<file path="config.mk">
export PLATFORM = sky130hd
export DESIGN_NAME = vid_reg_snoop
export DESIGN_NICKNAME = d
export VERILOG_FILES = /design/src/rtl/vrs_pkg.sv /design/src/rtl/vrs_decode.sv /design/src/rtl/vrs_regfile.sv /design/src/rtl/vrs_snoop.sv /design/src/rtl/vrs_frame_en.sv /design/src/rtl/vid_reg_snoop.sv
export SDC_FILE = /design/constraint.sdc
export NUM_CORES = 1
export LEC_CHECK = 0
export ABC_CLOCK_PERIOD_IN_PS = 2400
export BUFFER_PORTS_ARGS = -buffer_cell sky130_fd_sc_hd__clkbuf_2
export CAP_MARGIN = 25
export CORE_AREA = 2 2 243 245
export CTS_BUF_LIST = sky130_fd_sc_hd__clkbuf_8
export DETAILED_ROUTE_END_ITERATION = 8
export DIE_AREA = 0 0 245 247
export SLEW_MARGIN = 25
export SYNTH_ARGS = -nofsm -noshare
export SYNTH_HDL_FRONTEND = slang
export SYNTH_SLANG_ARGS = --single-unit
</file>
<file path="constraint.sdc">
create_clock -name clk_i -period 2.4 [get_ports clk_i]
set_clock_uncertainty 0.2 [all_clocks]
set_input_delay 0.24 -clock clk_i [delete_from_list [all_inputs] [get_ports clk_i]]
set_output_delay 0.24 -clock clk_i [all_outputs]
set_load 0.02 [all_outputs]
</file>
<file path="src/rtl/vrs_pkg.sv">
package vrs_pkg;
  localparam int OFFW   = 6;
  localparam int NSPR   = 8;
  localparam int NKIND  = 4;
  localparam int NCS    = 4;
  localparam int DLY_W  = 3;
  localparam int EDGE_W = 2;

  typedef enum logic [1:0] {KIND_X, KIND_Y, KIND_ATTR, KIND_COLL} spr_kind_e;

  localparam logic [OFFW-1:0] OFF_DEN    = 6'h20;
  localparam logic [OFFW-1:0] OFF_MODE   = 6'h21;
  localparam logic [OFFW-1:0] OFF_BORDER = 6'h2C;
  localparam logic [OFFW-1:0] OFF_HDLY   = 6'h30;
  localparam logic [OFFW-1:0] OFF_VDLY   = 6'h31;
  localparam logic [OFFW-1:0] OFF_EDGE   = 6'h32;
  localparam logic [3:0]      CS_PAGE    = 4'hA;  // off[5:2] for 0x28..0x2B

  localparam logic [15:0] DEF_REG_BASE = 16'h0000;
  localparam logic [15:0] DEF_BT_LO    = 16'h0200;
  localparam logic [15:0] DEF_BT_HI    = 16'h035F;
  localparam logic [15:0] DEF_GR_LO    = 16'h3800;
  localparam logic [15:0] DEF_GR_HI    = 16'h39FF;
endpackage

</file>
<file path="src/rtl/vrs_decode.sv">
module vrs_decode
  import vrs_pkg::*;
#(
  parameter int          AW       = 16,
  parameter logic [15:0] REG_BASE = DEF_REG_BASE,
  parameter logic [15:0] BT_LO    = DEF_BT_LO,
  parameter logic [15:0] BT_HI    = DEF_BT_HI,
  parameter logic [15:0] GR_LO    = DEF_GR_LO,
  parameter logic [15:0] GR_HI    = DEF_GR_HI
) (
  input  logic [AW-1:0]   addr_i,
  output logic            reg_hit_o,
  output logic [OFFW-1:0] off_o,
  output logic [1:0]      snoop_hit_o
);
  localparam logic [AW-1:0] LO0 = AW'(BT_LO);
  localparam logic [AW-1:0] HI0 = AW'(BT_HI);
  localparam logic [AW-1:0] LO1 = AW'(GR_LO);
  localparam logic [AW-1:0] HI1 = AW'(GR_HI);
  localparam logic [AW-1:0] RB  = AW'(REG_BASE);

  assign reg_hit_o      = addr_i[AW-1:OFFW] == RB[AW-1:OFFW];
  assign off_o          = addr_i[OFFW-1:0];
  assign snoop_hit_o[0] = (addr_i >= LO0) && (addr_i <= HI0);
  assign snoop_hit_o[1] = (addr_i >= LO1) && (addr_i <= HI1);
endmodule

</file>
<file path="src/rtl/vrs_regfile.sv">
module vrs_regfile
  import vrs_pkg::*;
#(
  parameter int DW   = 16,
  parameter int COLW = 4
) (
  input  logic              clk_i,
  input  logic              rst_ni,
  input  logic              wr_i,
  input  logic              rd_i,
  input  logic              win_i,
  input  logic [OFFW-1:0]   off_i,
  input  logic [DW-1:0]     wdata_i,
  input  logic              arm_i,
  output logic              rd_valid_o,
  output logic [DW-1:0]     rd_data_o,
  output logic              mode_o,
  output logic [COLW-1:0]   border_o,
  output logic [DLY_W-1:0]  hdly_o,
  output logic [DLY_W-1:0]  vdly_o,
  output logic [EDGE_W-1:0] edge_o
);
  localparam int IDXW = $clog2(NSPR);
  localparam int KNDW = $clog2(NKIND);

  logic [DW-1:0]     spr_q [NKIND][NSPR];
  logic [COLW-1:0]   cs_q  [NCS];
  logic              mode_q;
  logic [COLW-1:0]   border_q;
  logic [DLY_W-1:0]  hdly_q, vdly_q;
  logic [EDGE_W-1:0] edge_q;
  logic [DW-1:0]     rd_d;

  logic              is_spr;
  logic [KNDW-1:0]   kind;
  logic [IDXW-1:0]   idx;
  assign is_spr = ~off_i[OFFW-1];
  assign kind   = off_i[IDXW+KNDW-1:IDXW];
  assign idx    = off_i[IDXW-1:0];

  genvar gk, gi;
  generate
    for (gk = 0; gk < NKIND; gk++) begin : g_kind
      for (gi = 0; gi < NSPR; gi++) begin : g_spr
        always_ff @(posedge clk_i or negedge rst_ni) begin
          if (!rst_ni) spr_q[gk][gi] <= '0;
          else if (wr_i && is_spr && kind == KNDW'(gk) && idx == IDXW'(gi))
            spr_q[gk][gi] <= wdata_i;
        end
      end
    end
    for (gi = 0; gi < NCS; gi++) begin : g_cs
      always_ff @(posedge clk_i or negedge rst_ni) begin
        if (!rst_ni) cs_q[gi] <= '0;
        else if (wr_i && off_i[OFFW-1:2] == CS_PAGE && off_i[1:0] == 2'(gi))
          cs_q[gi] <= wdata_i[COLW-1:0];
      end
    end
  endgenerate

  always_ff @(posedge clk_i or negedge rst_ni) begin
    if (!rst_ni) begin
      mode_q   <= 1'b0;
      border_q <= '0;
      hdly_q   <= '0;
      vdly_q   <= '0;
      edge_q   <= '0;
    end else if (wr_i) begin
      case (off_i)
        OFF_MODE:   mode_q   <= wdata_i[0];
        OFF_BORDER: border_q <= wdata_i[COLW-1:0];
        OFF_HDLY:   hdly_q   <= wdata_i[DLY_W-1:0];
        OFF_VDLY:   vdly_q   <= wdata_i[DLY_W-1:0];
        OFF_EDGE:   edge_q   <= wdata_i[EDGE_W-1:0];
        default: ;
      endcase
    end
  end

  always_comb begin
    rd_d = '0;
    if (is_spr) rd_d = spr_q[kind][idx];
    else if (off_i[OFFW-1:2] == CS_PAGE) rd_d[COLW-1:0] = cs_q[off_i[1:0]];
    else begin
      case (off_i)
        OFF_DEN:    rd_d[0]            = arm_i;
        OFF_MODE:   rd_d[0]            = mode_q;
        OFF_BORDER: rd_d[COLW-1:0]     = border_q;
        OFF_HDLY:   rd_d[DLY_W-1:0]    = hdly_q;
        OFF_VDLY:   rd_d[DLY_W-1:0]    = vdly_q;
        OFF_EDGE:   rd_d[EDGE_W-1:0]   = edge_q;
        default: ;
      endcase
    end
  end

  always_ff @(posedge clk_i or negedge rst_ni) begin
    if (!rst_ni) begin
      rd_valid_o <= 1'b0;
      rd_data_o  <= '0;
    end else begin
      rd_valid_o <= rd_i;
      if (rd_i) rd_data_o <= win_i ? rd_d : '1;
    end
  end

  assign mode_o   = mode_q;
  assign border_o = border_q;
  assign hdly_o   = hdly_q;
  assign vdly_o   = vdly_q;
  assign edge_o   = edge_q;
endmodule

</file>
<file path="src/rtl/vrs_snoop.sv">
module vrs_snoop #(
  parameter int NREG = 2
) (
  input  logic            clk_i,
  input  logic            rst_ni,
  input  logic            we_i,
  input  logic [NREG-1:0] hit_i,
  input  logic            frame_i,
  input  logic            ack_i,
  output logic [NREG-1:0] dirty_o
);
  genvar g;
  generate
    for (g = 0; g < NREG; g++) begin : g_flag
      always_ff @(posedge clk_i or negedge rst_ni) begin
        if (!rst_ni)                dirty_o[g] <= 1'b0;
        else if (we_i && hit_i[g])  dirty_o[g] <= 1'b1;  // new write beats clear
        else if (frame_i && ack_i)  dirty_o[g] <= 1'b0;
      end
    end
  endgenerate
endmodule

</file>
<file path="src/rtl/vrs_frame_en.sv">
module vrs_frame_en (
  input  logic clk_i,
  input  logic rst_ni,
  input  logic arm_wr_i,
  input  logic frame_i,
  output logic arm_o,
  output logic en_o
);
  always_ff @(posedge clk_i or negedge rst_ni) begin
    if (!rst_ni) begin
      arm_o <= 1'b0;
      en_o  <= 1'b0;
    end else begin
      if (frame_i) en_o <= arm_o;
      if (arm_wr_i)     arm_o <= 1'b1;
      else if (frame_i) arm_o <= 1'b0;
    end
  end
endmodule

</file>
<file path="src/rtl/vid_reg_snoop.sv">
module vid_reg_snoop
  import vrs_pkg::*;
#(
  parameter int          AW       = 16,
  parameter int          DW       = 16,
  parameter int          COLW     = 4,
  parameter logic [15:0] REG_BASE = DEF_REG_BASE,
  parameter logic [15:0] BT_LO    = DEF_BT_LO,
  parameter logic [15:0] BT_HI    = DEF_BT_HI,
  parameter logic [15:0] GR_LO    = DEF_GR_LO,
  parameter logic [15:0] GR_HI    = DEF_GR_HI
) (
  input  logic             clk_i,
  input  logic             rst_ni,
  input  logic [AW-1:0]    bus_addr_i,
  input  logic [DW-1:0]    bus_wdata_i,
  input  logic             bus_we_i,
  input  logic             bus_re_i,
  input  logic             win_i,
  input  logic             frame_i,
  input  logic             dirty_ack_i,
  output logic             rd_valid_o,
  output logic [DW-1:0]    rd_data_o,
  output logic             disp_en_o,
  output logic             fgbg_mode_o,
  output logic [COLW-1:0]  border_o,
  output logic [DLY_W-1:0] hdelay_o,
  output logic [DLY_W-1:0] vdelay_o,
  output logic             edge_left_o,
  output logic             edge_top_o,
  output logic             bt_dirty_o,
  output logic             gr_dirty_o
);
  logic              reg_hit;
  logic [OFFW-1:0]   off;
  logic [1:0]        snoop_hit;
  logic [1:0]        dirty;
  logic              reg_wr, reg_rd, arm;
  logic [EDGE_W-1:0] edge_bits;

  assign reg_wr = bus_we_i & reg_hit & win_i;
  assign reg_rd = bus_re_i & reg_hit;

  vrs_decode #(
    .AW(AW), .REG_BASE(REG_BASE),
    .BT_LO(BT_LO), .BT_HI(BT_HI), .GR_LO(GR_LO), .GR_HI(GR_HI)
  ) u_dec (
    .addr_i     (bus_addr_i),
    .reg_hit_o  (reg_hit),
    .off_o      (off),
    .snoop_hit_o(snoop_hit)
  );

  vrs_regfile #(.DW(DW), .COLW(COLW)) u_rf (
    .clk_i     (clk_i),
    .rst_ni    (rst_ni),
    .wr_i      (reg_wr),
    .rd_i      (reg_rd),
    .win_i     (win_i),
    .off_i     (off),
    .wdata_i   (bus_wdata_i),
    .arm_i     (arm),
    .rd_valid_o(rd_valid_o),
    .rd_data_o (rd_data_o),
    .mode_o    (fgbg_mode_o),
    .border_o  (border_o),
    .hdly_o    (hdelay_o),
    .vdly_o    (vdelay_o),
    .edge_o    (edge_bits)
  );

  vrs_snoop #(.NREG(2)) u_snp (
    .clk_i  (clk_i),
    .rst_ni (rst_ni),
    .we_i   (bus_we_i),
    .hit_i  (snoop_hit),
    .frame_i(frame_i),
    .ack_i  (dirty_ack_i),
    .dirty_o(dirty)
  );

  vrs_frame_en u_fen (
    .clk_i   (clk_i),
    .rst_ni  (rst_ni),
    .arm_wr_i(reg_wr && off == OFF_DEN),
    .frame_i (frame_i),
    .arm_o   (arm),
    .en_o    (disp_en_o)
  );

  assign edge_left_o = edge_bits[0];
  assign edge_top_o  = edge_bits[1];
  assign bt_dirty_o  = dirty[0];
  assign gr_dirty_o  = dirty[1];
endmodule

</file>
=== After elaboration in Yosys (flattened, before gate mapping) ===
Cells that the tools add are included.

* Add/sub/neg operators: 0
* Multipliers: 0
* Divide/modulo/power cells: 0
* $lt $le $gt $ge: 7
* Equal/unequal tests: 20
* Shifts and indexed selects: 0
* Muxes and demuxes: 22
* Bitwise gates (word level): 7
* Reduce and logical (&&, ||, !) cells: 60

{| class="wikitable"
|+ Operator list
! operator !! count
|-
| $bmux 128 s2 || 1
|-
| $mux 128 || 2
|-
| $bmux 16 s3 || 1
|-
| $logic_and 1x1->1 || 48
|-
| $mux 16 || 3
|-
| $eq 6x6->1 const B || 6
|-
| $ge 16x10->1 const B || 1
|-
| $ge 16x14->1 const B || 1
|-
| $le 16x10->1 const B || 1
|-
| $le 16x14->1 const B || 1
|-
| $mux 4 || 4
|-
| $eq 3x3->1 const B || 4
|-
| $mux 12 || 1
|-
| $logic_not 10->1 || 1
|-
| $reduce_and 2->1 || 5
|-
| $bmux 4 s2 || 1
|-
| $eq 2x2->1 const B || 4
|-
| $eq 3x2->1 const B || 2
|-
| $ge 3x3->1 const B || 2
|-
| $mux 1 || 6
|-
| $not 2->3 || 2
|-
| $pmux 1 s6 || 1
|-
| $reduce_bool 2->1 || 3
|-
| $eq 2x1->1 const B || 2
|-
| other kinds (10) || 13
|}

* Bits in registers: 562
* Latch bits: 0
* Bits in writable memories: 0
* Memory bits (read-only): 0
* Bits of input ports: 39
* Output and inout bits: 33
* Word-level logic and storage cells: 163
* Memories kept: 0

=== Logic depth before layout (Yosys ltp) ===
Gate-level depths: netlist (run 1).

* Depth after elaboration: 9
* Mapped depth: 10
* Depth with buffers taken out: 5

=== By module ===
From an unflattened synthesis (run 1), not the netlist that was laid out.

* Cells, all modules: 1681
* Area total of the unflattened synthesis: 25913.6 sq um

{| class="wikitable"
|+ Modules (own cells, without submodules)
! module !! instances !! cells each !! area an instance (sq um) !! sequential area each (sq um)
|-
| vrs_regfile || 1 || 1652 || 25623.3 || 13963.4
|-
| vrs_decode || 1 || 15 || 113.9 || 0.0
|-
| vrs_frame_en || 1 || 5 || 76.3 || 50.0
|-
| vrs_snoop || 1 || 5 || 71.3 || 50.0
|-
| vid_reg_snoop || 1 || 4 || 28.8 || 0.0
|}

=== Worst setup path after synthesis (run 1) ===
OpenSTA, ideal clock, no wires.

* Path type: input to register
* Start point: in bus_addr_i[3]
* End point: reg u_rf.rd_data_o[8]
* Data arrival time: 2.158 ns
* Data required time: 2.068 ns
* Path slack: -0.090 ns
* Cell stages on the path: 8
* Path buffers: 3
* Path through: buf_2 -> buf_2 -> buf_2 -> mux4_2 -> a221oi_1 -> nor2_1 -> a2111oi_0 -> nor2_1

* Cells in the longest elaborated chain, start to end: 9

{| class="wikitable"
|+ RTL lines
! item !! line !! source
|-
| start, declared || vid_reg_snoop.sv:15 || <nowiki>input logic [AW-1:0] bus_addr_i,</nowiki>
|-
| $not 2->3 (implied by the code) || vrs_regfile.sv:82 || <nowiki>if (is_spr) rd_d = spr_q[kind][idx];</nowiki>
|-
| $bmux 128 s2 || vrs_regfile.sv:82 ||
|-
| $mux 128 (implied by the code) (2 in series) || vrs_regfile.sv:82 ||
|-
| $bmux 16 s3 || vrs_regfile.sv:82 ||
|-
| $mux 16 (implied by the code) (2 in series) || vrs_regfile.sv:82 ||
|-
| $mux 12 || vrs_regfile.sv:82 ||
|-
| $mux 16 || vrs_regfile.sv:103 || <nowiki>if (rd_i) rd_data_o <= win_i ? rd_d : '1;</nowiki>
|-
| end signal, assigned || vrs_regfile.sv:103 ||
|-
| end, declared || vrs_regfile.sv:16 || <nowiki>output logic [DW-1:0] rd_data_o,</nowiki>
|}

Every way passes these cells. The select of a mux whose other input is x is not followed.
A chain may end at the register's enable or synchronous reset.

=== Worst setup path after layout (run 1) ===
* Start point: in bus_addr_i[8]
* End point: reg u_rf.spr_q[460] (netlist name)

* Cells in the longest elaborated chain, start to end: 6

{| class="wikitable"
|+ RTL lines
! item !! line !! source
|-
| $logic_not 10->1 || vrs_decode.sv:22 || <nowiki>assign reg_hit_o = addr_i[AW-1:OFFW] == RB[AW-1:OFFW];</nowiki>
|-
| $and 1x1->1 (2 in series) || vid_reg_snoop.sv:41 || <nowiki>assign reg_wr = bus_we_i & reg_hit & win_i;</nowiki>
|-
| $logic_and 1x1->1 (3 in series) || vrs_regfile.sv:47 || <nowiki>else if (wr_i && is_spr && kind == KNDW'(gk) && idx == IDXW'(gi))</nowiki>
|-
| end signal, assigned by index || vrs_regfile.sv:48 || <nowiki>spr_q[gk][gi] <= wdata_i;</nowiki>
|-
| end, declared || vrs_regfile.sv:26 || <nowiki>logic [DW-1:0] spr_q [NKIND][NSPR];</nowiki>
|}

Every way passes these cells.

==> flow_summary.toml, run 1 <==
[flow_run]
cap_viol_max_count = 0

[sta]
hold_viol = 0
rsz0062_at_grt = "false"
setup_ws_ns = 0.0276
min_period_ns = 2.37
relSlewSlack_pct = 35.7
setup_viol = 0
fmax_ghz = 0.422
min_period_over_period_pct = 98.8
final_max_slew_viol_count = 0
worst_pin_slew_ns = 0.965

[final_layout]
syn_to_final_growth_pct = 18.5
utilization_pct = 52.4
fin_nets = 1928
diodes = 0
post_route_cells_drive_above_1_share_pct = 56.0
final.fill_count = 4861

[worst_setup_path]
crit_start = "bus_addr_i[8]"
arrival_ns = 2.72
critPathKind = "input pin to register"
cp_cell_sequence = "dlygate4sd3_1, clkbuf_2, nor4_2, and4_2, nand2_1, buf_4, nor4_4, buf_12, mux2_2"
cp.required_ns = 2.75
crit_slowest_cell = "dlygate4sd3_1"
cp-end-kind = "register"
r2r-start = "u_rf.spr_q[120]"
slowest_delay_ns = 0.54
startpoint_type = "input pin"
critPathMaxFanout = 16

[yosys]
synth_edf_count = 0
ys.flop_type = "dfrtp_1"
synth-seq-cells = 562
synth_area_sq_um = 25800
ys_async_sr_fraction_pct = 100
ys_warn_count = 0
synth_nets = 1714
avgSynthCellArea_sq_um = 15.4
ys_types = 64
synth.yosys.seq_area_share_pct = 54.6
synth_cells = 1675

[clock_network]
cts_setup_buffers = 0
htreeDepth = 3
clk_latency_ns = 0.70
clock_path_buffers = 3
root_buffer = "clkbuf_8"
cts.sinks = 562
cts_buffers = 96
cts_tree = "yes"
clkSlewWorstSetupHoldPaths_ns = 0.06

[place]
io_buffers = 71
place_hpwl_mm = 45.8
pre_cts_ws_ns = -0.215
place.gp.congestion = 0.819

[worst_hold_path]
worstHoldStart = "bus_addr_i[15]"
hold_path_class = "input pin to register"

[grt]
overflow = 0
grt_pass1_wl_mm = 107
antenna_found_initial = 2
grt_pass1_vias = 16800
grtUsageTotal_pct = 23.8
grt_max_degree = 67

[floorplanning]
die_y_um = 247
coreArea_sq_um = 58200
top_level_ports = 72
dieArea_sq_um = 60500
row_count = 89
fp.dieW_um = 245
start_util_pct = 44.3

[routing]
drc = 0
routed_wl_mm = 70.3
ant_nets = 0
drtPass1Iterations = 5
vias_per_cell = 5.79
drt_iter0_markers = 1138
avgRoutedWirePerCell_um = 25.7
via_count = 15800

[outcome]
outcome = "finished, final reports clean"

[pwr]
pwr_density_cell_nw_per_um2 = 625
p_leak_nw = 15.1
ir_drop_mv = 0.382
[report_power, final]
group,switching (W),internal [W]
combinational,0.000731,0.000348
clock,0.00391,0.00460
sequential,0.0000112,0.00949
total,0.00465,0.0144
[final cells by class]
| class | instances | area (sq um) | area share [%] |
|---|---|---|---|
| Multi-Input combinational cell | 963 | 11000 | 36.1 |
| Clock inverter | 42 | 193 | 0.631 |
| Tap cell | 773 | 967 | 3.17 |
| Clock buffer | 124 | 1710 | 5.59 |
| Sequential cell | 562 | 14100 | 46.1 |
| Timing Repair Buffer | 263 | 2580 | 8.45 |
| Inverter | 3 | 11.3 | 0.0369 |
[synth_stat cells (7+ instances only)]
library cell	n	area share, %
nor2_1	16	0.23
a22o_1	10	0.34
and3_1	7	0.17
buf_1	10	0.15
o22a_1	8	0.27
nor2b_1	7	0.17
clkbuf_1	81	1.2
nor2_2	7	0.17
a211oi_1	7	0.20
a221oi_1	12	0.41
mux4_2	114	10
o221ai_1	7	0.24
nand2_1	41	0.60
o21ai_0	10	0.19
a22oi_1	11	0.32
mux2_2	559	24
nor3_1	9	0.17
buf_2	28	0.54
dfrtp_1	562	55
buf_4	26	0.76
mux2i_1	30	1.2
nand3_1	8	0.16
nor3_4	11	0.69
[flip-flops by register name (all words and copies together) (netlist names)]
name and flops:
u_rf.edge_o 2, u_rf.cs_q 16, u_rf.spr_q 512, u_rf.border_o 4
u_rf.mode_o 1, u_rf.rd_valid_o 1, u_rf.hdly_o 3, u_snp.dirty_o 2
u_rf.vdly_o 3, u_rf.rd_data_o 16, u_fen.arm_o 1, u_fen.en_o 1
[path summary, 6_finish.rpt]
check | slack (ns) | cells after the start | endpoint
max in group asynchronous | 1.41 | 3 | u_rf.spr_q[239]
min in group asynchronous | 0.16 | 3 | u_fen.en_o
setup / recovery | 0.03 | 9 | u_rf.spr_q[460]
hold / removal | 0.1 | 5 | u_rf.rd_valid_o
setup reg to reg | 0.27 | 5 | u_rf.rd_data_o[8]
hold reg to reg | 0.30 | 1 | u_rf.spr_q[438]
[cell families (layout without fill, tap and decap cells)]
kind of cell	count (synthesis)	count (layout)	share of synthesized area, %
AND/OR/NAND/NOR	150	150	3.76
multiplexers	703	703	35.5
flip-flops	562	562	54.6
AO/OA/AOI/OAI	110	110	3.37
buffers and inverters	150	432	2.76
[what timing repair did]
action	CTS	global route
endpoints found under the hold margin	575	0
gates resized for setup	0	1
endpoints found under the setup margin	0	1
hold buffers	15	0
[critical path, delay by kind of cell]
kind	cells	cell delay (ns)
buffers and inverters	4	1.06
AND/OR/NAND/NOR	4	1.05
multiplexers	1	0.35
[metrics by stage]
stage	instances	setup TNS [ns]	hold slack, ns	cell area (sq um)	total power, W
after floorplan	1675	0	-0.256	25800	0.0101
after global placement	2549	-4.65	0.0759	28500	0.0107
after detailed placement	2549	-10.90	0.0765	28500	0.0107
after CTS	2730	0	0.0412	30500	0.0193
after global routing	2730	0	0.0819	30500	0.0199
final	2730	0	0.0998	30500	0.0191
[cells in the final DEF (no fill, tap or decap), types with 15 or more instances in the layout]
| master | instances |
|---|---|
| clkbuf_8 | 124 |
| dfrtp_1 | 562 |
| mux4_2 | 114 |
| mux2i_1 | 30 |
| nand2_1 | 41 |
| buf_12 | 56 |
| nor2_1 | 15 |
| inv_1 | 33 |
| mux2_2 | 559 |
| buf_4 | 121 |
| clkbuf_2 | 68 |
[metal layers]
layer / track usage, % / share of wire (%) / vias up
met5: 0 / 0.036 / -
met4: 7.66 / 2.3 / 4
met3: 4.76 / 5.4 / 111
met2: 38.4 / 48 / 437
met1: 32.4 / 44 / 8494
li1: - / - / 6755
Note: power is estimated with default switching activity, not from simulation.
==> inputs of run 2 (changes only) <==
- SYNTH_HIERARCHICAL: not set -> 1
==> run 2 against run 1 <==
Compared with the run above: synthesized cell count up 0.36%; critical path type unchanged; highest routed layer is now met4; clock power up 1%; die area unchanged; critical path depth up 1; global-route usage down 0.26 points; final cell count up 1.0%; routed wire length down 2.1%; critical endpoint is now u_rf/rd_data_o[6]; first-iteration DRC count down 13%.
==> flow_summary.toml, run 2 <==
[outcome]
outcome = "finished, final reports clean"

[worst_setup_path]
cp_cell_sequence = "clkbuf_2, or4_1, nor3_2, and2_1, dlygate4sd3_1, buf_6, nand3_1, nor2_1, a21oi_1, o31a_1"
crit_slowest_cell = "dlygate4sd3_1"
startpoint_type = "input pin"
cp.required_ns = 2.76
slowest_delay_ns = 0.57
cp-end-kind = "register"
r2r_cells = 5
critPathMaxFanout = 22
arrival_ns = 2.65
rrSetupSlack_ns = 0.22
critPathKind = "input pin to register"

[yosys]
synth_edf_count = 0
ys_async_sr_fraction_pct = 100
synth_cells = 1681
synth-simple-area-share_pct = 3.32
synth_top_family_by_area = "multiplexers"
ys.flop_type = "dfrtp_1"
synth_commonest_cells = "562 x dfrtp_1, 543 x mux2_2, 116 x mux4_2"
synth_area_sq_um = 25900
muxShareOfSynthArea_pct = 36.3
synth_nets = 1720
synthAdderAreaFrac_pct = 0
synth-seq-cells = 562
yosysMostFrequentCell = "dfrtp_1"
avgSynthCellArea_sq_um = 15.4
synth.yosys.seq_area_share_pct = 54.3
ys_warn_count = 6
synth-xor-area-share_pct = 0
synth_top_area_share_pct = 54.3
synth_top_cell_by_area = "dfrtp_1"
ys_types = 74
synth_compound_area_share_pct = 2.73
synthTopCellsByArea = "dfrtp_1 54%, mux2_2 24%, mux4_2 10%"

[sta]
final_max_slew_viol_count = 0
min_period_over_period_pct = 95.1
hold_viol = 0
rsz0062_at_grt = "false"
worst_pin_slew_ns = 0.902
relSlewSlack_pct = 39.9
setup_viol = 0
fmax_ghz = 0.438
min_period_ns = 2.28
setup_ws_ns = 0.117

[place]
pre_cts_ws_ns = -0.506
place.gp.congestion = 0.835
place_inst = 2570
place_hpwl_mm = 45.4
io_buffers = 71

[clock_network]
cts_setup_buffers = 0
clkSlewWorstSetupHoldPaths_ns = 0.06
htreeDepth = 3
clk_latency_ns = 0.70
cts.sinks = 562
clock_path_buffers = 3
root_buffer = "clkbuf_8"
cts_tree = "yes"
cts_buffers = 95

[final_layout]
syn_to_final_growth_pct = 18.6
top_register = "u_rf/spr_q"
instances_no_fill = 2758
fin_nets = 1947
final_common_cell = "dfrtp_1"
most-common-layout-cells = "562 x dfrtp_1, 543 x mux2_2, 141 x buf_4"
post_route_cells_drive_above_1_share_pct = 56.0
reg_top3 = "u_rf/spr_q x512, u_rf/cs_q x16, u_rf/rd_data_o x16"
largest_register_ffs = 512

[pwr]
p_clk_share_pct = 45.0
swShare_pct = 24.3
pwr-share-comb_pct = 5.5
pwr_density_cell_nw_per_um2 = 624
switchingPower_w = 0.00466
p_int_w = 0.0145
p_seq_share_pct = 49.5
ir_drop_mv = 0.376
power_w = 0.0192
p_leak_nw = 15.3

[grt]
grt_pass1_wl_mm = 106
grt_max_degree = 77
overflow = 0
grtUsageTotal_pct = 23.5
grt_pass1_vias = 17000
antenna_found_initial = 1

[routing]
via_count = 15600
routed_wl_mm = 68.8
avgRoutedWirePerCell_um = 24.9
drt_iter0_markers = 987
drc = 0
vias_per_cell = 5.66
drtPass1Iterations = 5
ant_nets = 0

[floorplanning]
fp.dieW_um = 245
die_y_um = 247
top_level_ports = 72
row_count = 89
dieArea_sq_um = 60500
coreArea_sq_um = 58200
start_util_pct = 44.5

[worst_hold_path]
hold_path_class = "input pin to async pin"

[flow_run]
cap_viol_max_count = 0
-- run 2: changes by cell type in the layout (fill, tap and decap cells not counted), sizes merged, moves of 6 or more --
cell / change
mux2: -10
nor2: +16
a22o: -6
nor3: -7
buf: +20
inv: +7
mux4: +12
o22a: -6
-- run 2: path summary, 6_finish.rpt --
kind | start | end
max | bus_addr_i[9] | u_rf/rd_data_o[6]
min | rst_ni | u_rf/spr_q[395]
max reg2reg | u_rf/spr_q[231] | u_rf/rd_data_o[7]
min reg2reg | u_rf/spr_q[200] | u_rf/spr_q[200]
max in group asynchronous | rst_ni | u_rf/spr_q[354]
min in group clk_i | bus_wdata_i[0] | u_rf/spr_q[400]
-- run 2: cell type report --
class / instances / area (sq um)
timing repair buffer: 282 / 2720
multi-input combinational: 962 / 11000
antenna: 1 / 2.50
tap: 773 / 967
clock buffer: 122 / 1680
inverter: 5 / 18.8
clock inverter: 51 / 258
fill: 4800 / 27500
sequential: 562 / 14100
-- run 2: what timing repair did --
| item | 4_1_cts | 5_1_grt |
|---|---|---|
| hold buffers | 14 | 0 |
| endpoints found under the hold margin | 573 | 0 |
| gates resized for setup | 0 | 1 |
| endpoints found under the setup margin | 0 | 4 |
-- run 2: kinds of logic after synthesis --
kind of cell	Yosys count
buffers and inverters	157
AND/OR/NAND/NOR	158
flip-flops	562
multiplexers	710
AO/OA/AOI/OAI	94
-- run 2: power by group through the flow --
stage	clock [W]	combinational (W)	sequential, W
2_1_floorplan	0	0.000431	0.00967
3_3_place_gp	0	0.00104	0.00967
3_5_place_dp	0	0.00106	0.00967
4_1_cts	0.00887	0.00108	0.00950
5_1_grt	0.00934	0.00115	0.00949
6_report	0.00862	0.00106	0.00950
-- run 2: per-layer routing --
| metal | global-route usage [%] | share of wire (%) |
|---|---|---|
| met2 | 38.2 | 48 |
| met1 | 32.1 | 45 |
| met4 | 8.23 | 2.7 |
| met5 | 0 | 0 |
| met3 | 3.98 | 4.5 |
-- run 2: stage by stage --
| step | setup TNS, ns | util [%] | hold WS, ns | cell area, sq um |
|---|---|---|---|---|
| after floorplan | -48.34 | - | -0.256 | 26000 |
| after CTS | 0 | 52.8 | 0.00551 | 30700 |
| after global placement | -175.12 | 49.2 | 0.00784 | 28700 |
| after detailed placement | -173.88 | 49.2 | 0.00669 | 28700 |
| after global routing | 0 | 52.8 | 0.0414 | 30700 |
| final | 0 | 52.8 | 0.0574 | 30700 |
-- run 2: critical path, delay by kind of cell --
family	cells	cell delay (ns)
compound gates	2	0.27
buf+inv	3	0.90
simple gates	5	1.22
